$ cat src/rtl/rtc_calendar_core.sv
module rtc_calendar_core (
  input  logic       clk,
  input  logic       rst_n,
  input  logic       tick,
  input  logic       wr_en,
  input  logic [3:0] addr,
  input  logic [3:0] wr_data,
  output logic [3:0] rd_data
);
  localparam logic [3:0] A_CTRL = 4'h0, A_TNTH = 4'h1, A_SECU = 4'h2, A_SECT = 4'h3;
  localparam logic [3:0] A_MINU = 4'h4, A_MINT = 4'h5, A_HRU  = 4'h6, A_HRT  = 4'h7;
  localparam logic [3:0] A_DAYU = 4'h8, A_DAYT = 4'h9, A_MONU = 4'hA, A_MONT = 4'hB;
  localparam logic [3:0] A_YRU  = 4'hC, A_YRT  = 4'hD, A_DOW  = 4'hE, A_SET  = 4'hF;

  logic       stop, h24, pm, mont;
  logic [1:0] leap, hrt, dayt;
  logic [2:0] sect, mint, dow;
  logic [3:0] tth, secu, minu, hru, dayu, monu, yru, yrt;

  logic       n_stop, n_h24, n_pm, n_mont;
  logic [1:0] n_leap, n_hrt, n_dayt;
  logic [2:0] n_sect, n_mint, n_dow;
  logic [3:0] n_tth, n_secu, n_minu, n_hru, n_dayu, n_monu, n_yru, n_yrt;

  logic       run, c_sec, c_min, c_hr, c_day, c_mon, c_yr;
  logic       is_feb, is_short, day_last;
  logic [1:0] lim_t;
  logic [3:0] lim_u;

  assign is_feb   = !mont && monu == 4'd2;
  assign is_short = (!mont && (monu == 4'd4 || monu == 4'd6 || monu == 4'd9)) ||
                    (mont && monu == 4'd1);
  assign lim_t    = is_feb ? 2'd2 : 2'd3;
  assign lim_u    = is_feb ? ((leap == 2'd0) ? 4'd9 : 4'd8) : (is_short ? 4'd0 : 4'd1);
  assign day_last = dayt == lim_t && dayu == lim_u;

  assign run   = tick && !stop;
  assign c_sec = run && tth == 4'd9;
  assign c_min = c_sec && secu == 4'd9 && sect == 3'd5;
  assign c_hr  = c_min && minu == 4'd9 && mint == 3'd5;
  assign c_day = c_hr && (h24 ? (hrt == 2'd2 && hru == 4'd3)
                              : (pm && hrt == 2'd1 && hru == 4'd1));
  assign c_mon = c_day && day_last;
  assign c_yr  = c_mon && mont && monu == 4'd2;

  always_comb begin
    n_stop = stop; n_h24 = h24; n_pm = pm; n_leap = leap;
    n_tth = tth; n_secu = secu; n_sect = sect; n_minu = minu; n_mint = mint;
    n_hru = hru; n_hrt = hrt; n_dayu = dayu; n_dayt = dayt;
    n_monu = monu; n_mont = mont; n_yru = yru; n_yrt = yrt; n_dow = dow;

    if (run) n_tth = (tth == 4'd9) ? 4'd0 : tth + 4'd1;
    if (c_sec) begin
      n_secu = (secu == 4'd9) ? 4'd0 : secu + 4'd1;
      if (secu == 4'd9) n_sect = (sect == 3'd5) ? 3'd0 : sect + 3'd1;
    end
    if (c_min) begin
      n_minu = (minu == 4'd9) ? 4'd0 : minu + 4'd1;
      if (minu == 4'd9) n_mint = (mint == 3'd5) ? 3'd0 : mint + 3'd1;
    end
    if (c_hr) begin
      if (h24) begin
        if (hrt == 2'd2 && hru == 4'd3) begin n_hrt = 2'd0; n_hru = 4'd0; end
        else if (hru == 4'd9) begin n_hrt = hrt + 2'd1; n_hru = 4'd0; end
        else n_hru = hru + 4'd1;
      end else begin
        if (hrt == 2'd1 && hru == 4'd2) begin n_hrt = 2'd0; n_hru = 4'd1; end
        else if (hrt == 2'd1 && hru == 4'd1) begin n_hru = 4'd2; n_pm = !pm; end
        else if (hru == 4'd9) begin n_hrt = 2'd1; n_hru = 4'd0; end
        else n_hru = hru + 4'd1;
      end
    end
    if (c_day) begin
      n_dow = (dow == 3'd7) ? 3'd1 : dow + 3'd1;
      if (day_last) begin n_dayt = 2'd0; n_dayu = 4'd1; end
      else if (dayu == 4'd9) begin n_dayt = dayt + 2'd1; n_dayu = 4'd0; end
      else n_dayu = dayu + 4'd1;
    end
    if (c_mon) begin
      if (mont && monu == 4'd2) begin n_mont = 1'b0; n_monu = 4'd1; end
      else if (monu == 4'd9) begin n_mont = 1'b1; n_monu = 4'd0; end
      else n_monu = monu + 4'd1;
    end
    if (c_yr) begin
      n_leap = leap + 2'd1;
      if (yru == 4'd9) begin
        n_yru = 4'd0;
        n_yrt = (yrt == 4'd9) ? 4'd0 : yrt + 4'd1;
      end else n_yru = yru + 4'd1;
    end

    if (wr_en) begin
      case (addr)
        A_CTRL: begin n_stop = wr_data[2]; if (wr_data[2]) n_tth = 4'd0; end
        A_SECU: n_secu = wr_data;
        A_SECT: n_sect = wr_data[2:0];
        A_MINU: n_minu = wr_data;
        A_MINT: n_mint = wr_data[2:0];
        A_HRU:  n_hru  = wr_data;
        A_HRT:  n_hrt  = h24 ? wr_data[1:0] : {1'b0, wr_data[0]};
        A_DAYU: n_dayu = wr_data;
        A_DAYT: n_dayt = wr_data[1:0];
        A_MONU: n_monu = wr_data;
        A_MONT: n_mont = wr_data[0];
        A_YRU:  n_yru  = wr_data;
        A_YRT:  n_yrt  = wr_data;
        A_DOW:  n_dow  = wr_data[2:0];
        A_SET:  begin n_leap = wr_data[3:2]; n_h24 = wr_data[0]; n_pm = wr_data[1] && !wr_data[0]; end
        default: ;
      endcase
    end
    if (n_stop) n_tth = 4'd0;
  end

  always_ff @(posedge clk) begin
    if (!rst_n) begin
      stop <= 1'b1; h24 <= 1'b1; pm <= 1'b0; leap <= 2'd0;
      tth <= 4'd0; secu <= 4'd0; sect <= 3'd0; minu <= 4'd0; mint <= 3'd0;
      hru <= 4'd0; hrt <= 2'd0; dayu <= 4'd1; dayt <= 2'd0;
      monu <= 4'd1; mont <= 1'b0; yru <= 4'd0; yrt <= 4'd0; dow <= 3'd1;
    end else begin
      stop <= n_stop; h24 <= n_h24; pm <= n_pm; leap <= n_leap;
      tth <= n_tth; secu <= n_secu; sect <= n_sect; minu <= n_minu; mint <= n_mint;
      hru <= n_hru; hrt <= n_hrt; dayu <= n_dayu; dayt <= n_dayt;
      monu <= n_monu; mont <= n_mont; yru <= n_yru; yrt <= n_yrt; dow <= n_dow;
    end
  end

  always_comb begin
    case (addr)
      A_CTRL: rd_data = {1'b0, stop, 2'b00};
      A_TNTH: rd_data = tth;
      A_SECU: rd_data = secu;
      A_SECT: rd_data = {1'b0, sect};
      A_MINU: rd_data = minu;
      A_MINT: rd_data = {1'b0, mint};
      A_HRU:  rd_data = hru;
      A_HRT:  rd_data = {2'b00, hrt & (h24 ? 2'b11 : 2'b01)};
      A_DAYU: rd_data = dayu;
      A_DAYT: rd_data = {2'b00, dayt};
      A_MONU: rd_data = monu;
      A_MONT: rd_data = {3'b000, mont};
      A_YRU:  rd_data = yru;
      A_YRT:  rd_data = yrt;
      A_DOW:  rd_data = {1'b0, dow};
      default: rd_data = {leap, pm, h24};
    endcase
  end

  assert_tenths_range_R2: assert property (@(posedge clk) disable iff (!rst_n)
    tth <= 4'd9);
  assert_tenths_step_R2: assert property (@(posedge clk) disable iff (!rst_n)
    (tick && !stop && !(wr_en && addr == A_CTRL) && tth != 4'd9) |=> tth == $past(tth) + 4'd1);
  assert_idle_hold_R2: assert property (@(posedge clk) disable iff (!rst_n)
    (!tick && !wr_en) |=> $stable({stop, h24, pm, leap, tth, secu, sect, minu, mint,
                                   hru, hrt, dayu, dayt, monu, mont, yru, yrt, dow}));
  assert_stop_zero_R3: assert property (@(posedge clk) disable iff (!rst_n)
    stop |-> tth == 4'd0);
  assert_pm_24h_R7: assert property (@(posedge clk) disable iff (!rst_n)
    h24 |-> !pm);
endmodule

$ cat config.mk
export PLATFORM = sky130hd
export DESIGN_NAME = rtc_calendar_core
export DESIGN_NICKNAME = d
export VERILOG_FILES = /design/src/rtl/rtc_calendar_core.sv
export SDC_FILE = /design/constraint.sdc
export NUM_CORES = 1
export LEC_CHECK = 0
export ABC_AREA = 1
export BUFFER_PORTS_ARGS = -buffer_cell sky130_fd_sc_hd__buf_4
export CAP_MARGIN = 10
export CORE_ASPECT_RATIO = 0.75
export CORE_MARGIN = 2
export CORE_UTILIZATION = 60
export CTS_BUF_LIST = sky130_fd_sc_hd__clkbuf_4 sky130_fd_sc_hd__clkbuf_8
export DETAILED_ROUTE_END_ITERATION = 16
export PLACE_DENSITY = 0.78
export SLEW_MARGIN = 20
export SYNTH_ARGS = -nofsm -noshare
export SYNTH_HDL_FRONTEND = slang
export SYNTH_SLANG_ARGS = --single-unit
$ cat constraint.sdc
create_clock -name clk -period 4.74 [get_ports clk]
set_clock_uncertainty 0.05 [all_clocks]
set_input_delay 0.474 -clock clk [delete_from_list [all_inputs] [get_ports clk]]
set_output_delay 0.474 -clock clk [all_outputs]
set_load 0.03 [all_outputs]
### Yosys cells after proc, flatten, opt, wreduce, memory -nomap -nowiden

Index checks and enable logic that the tools add are counted.

| word-level totals | value |
|---|---|
| output and inout port bits | 4 |
| bits of input ports | 12 |
| bits in registers | 51 |

| cells by class | value |
|---|---|
| multiplexer cells | 92 |
| bitwise operators | 2 |
| reductions and logical operators | 32 |
| add/sub/neg operators | 14 |
| equality and inequality tests | 37 |

Operators by type and width:

| cell | number |
|---|---|
| $mux W4 | 41 |
| $eq A4 B4 Y1 const B | 16 |
| $pmux W4 S15 | 1 |
| $mux W3 | 14 |
| $mux W2 | 19 |
| $add A4 B1 Y4 const B | 8 |
| $eq A4 B3 Y1 const B | 6 |
| $logic_and A1 B1 Y1 | 21 |
| $eq A4 B2 Y1 const B | 5 |
| $mux W1 | 17 |
| $eq A4 B1 Y1 const B | 3 |
| $add A3 B1 Y3 const B | 3 |
| $eq A3 B3 Y1 const B | 3 |
| $add A2 B1 Y2 const B | 3 |
| $eq A4 B4 Y1 | 1 |
| $logic_not A1 Y1 | 4 |
| $logic_not A4 Y1 | 1 |
| $logic_or A1 B1 Y1 | 3 |
| $and A2 B2 Y2 | 1 |
| $eq A2 B1 Y1 const B | 1 |
| $eq A2 B2 Y1 | 1 |
| $eq A2 B2 Y1 const B | 1 |
| $logic_not A2 Y1 | 1 |
| $reduce_and A2 Y1 | 1 |
| other kinds (2) | 2 |

### Logic depth before layout (Yosys ltp)

| logic depth | value |
|---|---|
| depth in word-level cells | 15 |
| depth in mapped cells | 14 |
| gate-level depth less buffers | 14 |

### Worst setup path after synthesis

OpenSTA, ideal clock, no wires.

| timing | value |
|---|---|
| path kind | in2reg |
| start | input tick |
| end | register mont |
| stages on the path | 11 |
| path slack | 2.801 ns |
| data required time | 4.556 ns |
| library setup time | 0.134 ns |
| arrival time | 1.755 ns |
| path buffers | 0 |
| path through | nand2_1 -> nor2_8 -> nand3_4 -> nor2_8 -> nand4_4 -> nor2_8 -> nand2_4 -> o21ai_1 -> inv_2 -> o21ai_1 -> a21oi_1 |

| on the way | value |
|---|---|
| longest elaborated chain between the ends | 11 |

RTL lines:

| what | RTL line | source |
|---|---|---|
| start: declaration | 4 | `input logic tick,` |
| $logic_and A1 B1 Y1 * | 37 | `assign run = tick && !stop;` |
| $logic_and A1 B1 Y1 * | 38 | `assign c_sec = run && tth == 4'd9;` |
| $logic_and A1 B1 Y1 * (2 in a row) | 39 | `assign c_min = c_sec && secu == 4'd9 && sect == 3'd5;` |
| $logic_and A1 B1 Y1 * (2 in a row) | 40 | `assign c_hr = c_min && minu == 4'd9 && mint == 3'd5;` |
| $logic_and A1 B1 Y1 * | 41 | `assign c_day = c_hr && (h24 ? (hrt == 2'd2 && hru == 4'd3)` |
| $logic_and A1 B1 Y1 * | 43 | `assign c_mon = c_day && day_last;` |
| $mux W1 * | 79 | `if (c_mon) begin` |
| $mux W1 | 93 | `case (addr)` |
| $mux W1 * | 92 | `if (wr_en) begin` |
| end signal: assignment | 125 | `monu <= n_monu; mont <= n_mont; yru <= n_yru; yrt <= n_yrt; dow <= n_dow;` |
| end: declaration | 15 | `logic stop, h24, pm, mont;` |

Every way passes the cells marked *; elsewhere a longest branch is shown, timed or not.
A chain may end at the register's enable or synchronous reset.

### Worst setup path in the final report

| timing | value |
|---|---|
| start | input addr[2] |
| end | output rd_data[2] |

| on the way | value |
|---|---|
| longest elaborated chain between the ends | 2 |
| elaborated cells between the ends (all ways) | 16 |
| classes of those cells | eq/ne (14); mux (1); reduce/logical (1) |

RTL lines:

| what | RTL line | source |
|---|---|---|
| start: declaration | 6 | `input logic [3:0] addr,` |
| $eq A4 B4 Y1 (tied with other cells) | 130 | `case (addr)` |
| $pmux W4 S15 * | 130 |  |
| end: declaration | 8 | `output logic [3:0] rd_data` |

Marks and branches as above.

==> impl_metrics.tcl <==
set metrics [dict create \
    seq_area_frac_synth 0.268 \
    syn_nets 609 \
    drive_gt1_frac 0.0965 \
    clk_pin_slew_worst_paths_ns 0.10 \
    drt-vias-per-instance 5.88 \
    path_max_fanout 5 \
    start_kind "input port" \
    crit_chain "buf_4 > nand2_1 > inv_1 > nand2_1 > o221ai_1 > a221oi_1 > nand4_1 > buf_4" \
    timing.final.hold_violations 0 \
    grt_use_total 0.312 \
    worst_pin_slew_ns 0.615 \
    setup-tns-final_ns 0 \
    grt_overflow_total 0 \
    diodes 0 \
    cts_made_buffers 5 \
    area_growth_pct 7.39 \
    chipHeight_um 73.0 \
    clock-sinks 51 \
    critPathTopFamily "compound AO/OA/AOI/OAI gates" \
    cp-end-kind "primary output" \
    synth_warnings 0 \
    synthCells 589 \
    fmaxAchievable_ghz 0.429 \
    relSlewSlack 0.588 \
    min_path_type "input port to flop" \
    rsz0062_at_grt "false" \
    cp.arrival_ns 1.80 \
    utilization 0.657 \
    period_minus_slack_ns 2.33 \
    power_density_nw_per_um2 208 \
    critPathBufInv 3 \
    routedWlPerCell_um 15.1 \
    drtPass1Iterations 5 \
    gp_congestion 0.998 \
    ant_nets 0 \
    hold_buffers 0 \
    core_um2 6220 \
    dieArea_um2 7010 \
    max-vdd-ir-drop_uv 130 \
    drv_slew 0 \
    fin_crit_sh 0.491 \
    finalSetupViolCount 0 \
    crit_required_ns 4.22 \
    post_cts_buffers 0 \
    power.leakage_nw 1.92 \
    grt_max_degree 30 \
    whs_ns 0.410 \
    critPathMaxStageDelay_ns 0.35 \
    cts_tree "built" \
    syn_area_um2 3810 \
    antenna_found_initial 0 \
    fin_nets 621 \
    fp-row-count 25 \
    io_pins 16 \
    path_class "input port to primary output" \
    synth.distinct_cells 41 \
    drtIter0Drc 407 \
    start_util 0.612 \
    die_w_um 96.0 \
    grt_pass1_vias 3615 \
    cts_htree_levels 2 \
    portBuffers 15 \
    grt_pass1_wl_um 17200 \
    dp.cells 675 \
    synth.avg_cell_area_um2 6.47 \
    route.detailed.drc 0 \
    vias 4007 \
    totalPowerFinal_uw 852 \
    clockBufferDepth 2 \
    status "finished, final reports clean" \
    cts_resized 0 \
    cap_violations 0 \
    root_buffer "clkbuf_8" \
    hpwlAfterDp_um 8010 \
    instances_no_fill 682 \
    synth-seq-cells 51 \
    crit_slowest_cell "a221oi_1" \
    clk_latency_ns 0.31 \
    wl_um 10300 \
]
## cell usage after synthesis (all sizes together)
library cell,instances,area [um^2]
xor2,10,87.6
a22oi,1,7.51
nand2,106,415
ha,8,100
a31oi,4,25.0
inv,118,443
nor3,17,106
o31ai,1,7.51
o21bai,2,15.0
buf,1,5.00
nor2,64,343
a211oi,6,50.1
o21ai,49,245
a221oi,4,35.0
a21oi,38,194
nand4,15,109
clkinv,1,3.75
o22ai,15,93.8
nand3,43,270
clkbuf,9,33.8
o32ai,1,8.76
o21a,2,15.0
dfxtp,51,1020
o221ai,2,17.5
nor4,2,12.5
o211ai,17,128
a311oi,2,17.5
## sequential cells by signal, summed over array words and instances (netlist names), 3 cells and up
| register | cells |
|---|---|
| yrt | 4 |
| yru | 4 |
| dow | 3 |
| hru | 4 |
| secu | 4 |
| minu | 4 |
| tth | 4 |
| dayu | 4 |
| monu | 4 |
| mint | 3 |
| sect | 3 |
## cells by family after synthesis
| family | count (synthesis) | synth area share |
|---|---|---|
| XOR/XNOR | 10 | 0.0230 |
| AO/OA/AOI/OAI | 144 | 0.226 |
| flip-flops | 51 | 0.268 |
| AND/OR/NAND/NOR | 247 | 0.330 |
| adder cells (fa/ha/maj) | 8 | 0.0263 |
| buffers and inverters | 129 | 0.127 |
## cells in the final DEF (no fill, tap or decap), types with 5 or more instances in the layout
| master | n |
|---|---|
| o21ai_0 | 43 |
| nor2_1 | 53 |
| a211oi_1 | 5 |
| o211ai_1 | 17 |
| buf_4 | 15 |
| o21ai_1 | 6 |
| nand2_1 | 103 |
| nor3_1 | 14 |
| a21oi_1 | 37 |
| nand4_1 | 14 |
| clkbuf_8 | 5 |
| inv_1 | 107 |
| xor2_1 | 10 |
| o22ai_1 | 15 |
| dfxtp_1 | 51 |
| inv_2 | 11 |
| nand3_1 | 38 |
| ha_1 | 8 |
## metrics by stage
step           worst slack [ns]  cell area [um^2]
2_1_floorplan              2.80              3810
3_3_place_gp               2.42              3990
3_5_place_dp               2.45              3990
4_1_cts                    2.44              4090
5_1_grt                    2.36              4090
6_report                   2.41              4090
## tightest hold or removal path: stages
cell and delay [ns]:
buf_4 0.13, o211ai_1 0.10, inv_1 0.05
## final timing paths
path,start,end,slack (ns),cells past startpoint
hold / removal,wr_data[3],monu[3],0.41,3
hold reg to reg,sect[1],sect[2],0.48,2
setup reg to reg,hrt[1],mont,2.60,13
setup / recovery,addr[2],rd_data[2],2.41,8
## cell type report
type	instances	area [um^2]
inverters	119	447
fillers	581	2130
clock inverters	1	30.0
flip-flops and latches	51	1020
repair buffers	15	113
well taps	81	101
clock buffers	6	76.3
multi-input cells	409	2300
## layer usage
layer	global-route usage	vias up	wire [um]
li1	-	1993	-
met1	0.446	1832	4770
met2	0.477	158	4520
met3	0.0589	24	856
met4	0.0905	0	157
met5	0	-	0
## report_power, final
group          internal, mW  switching [mW]  total [mW]
clock                 0.161           0.151       0.312
combinational        0.0289          0.0648      0.0937
sequential            0.437         0.00979       0.446
total                 0.626           0.226       0.852
(Power assumes the default switching activity.)
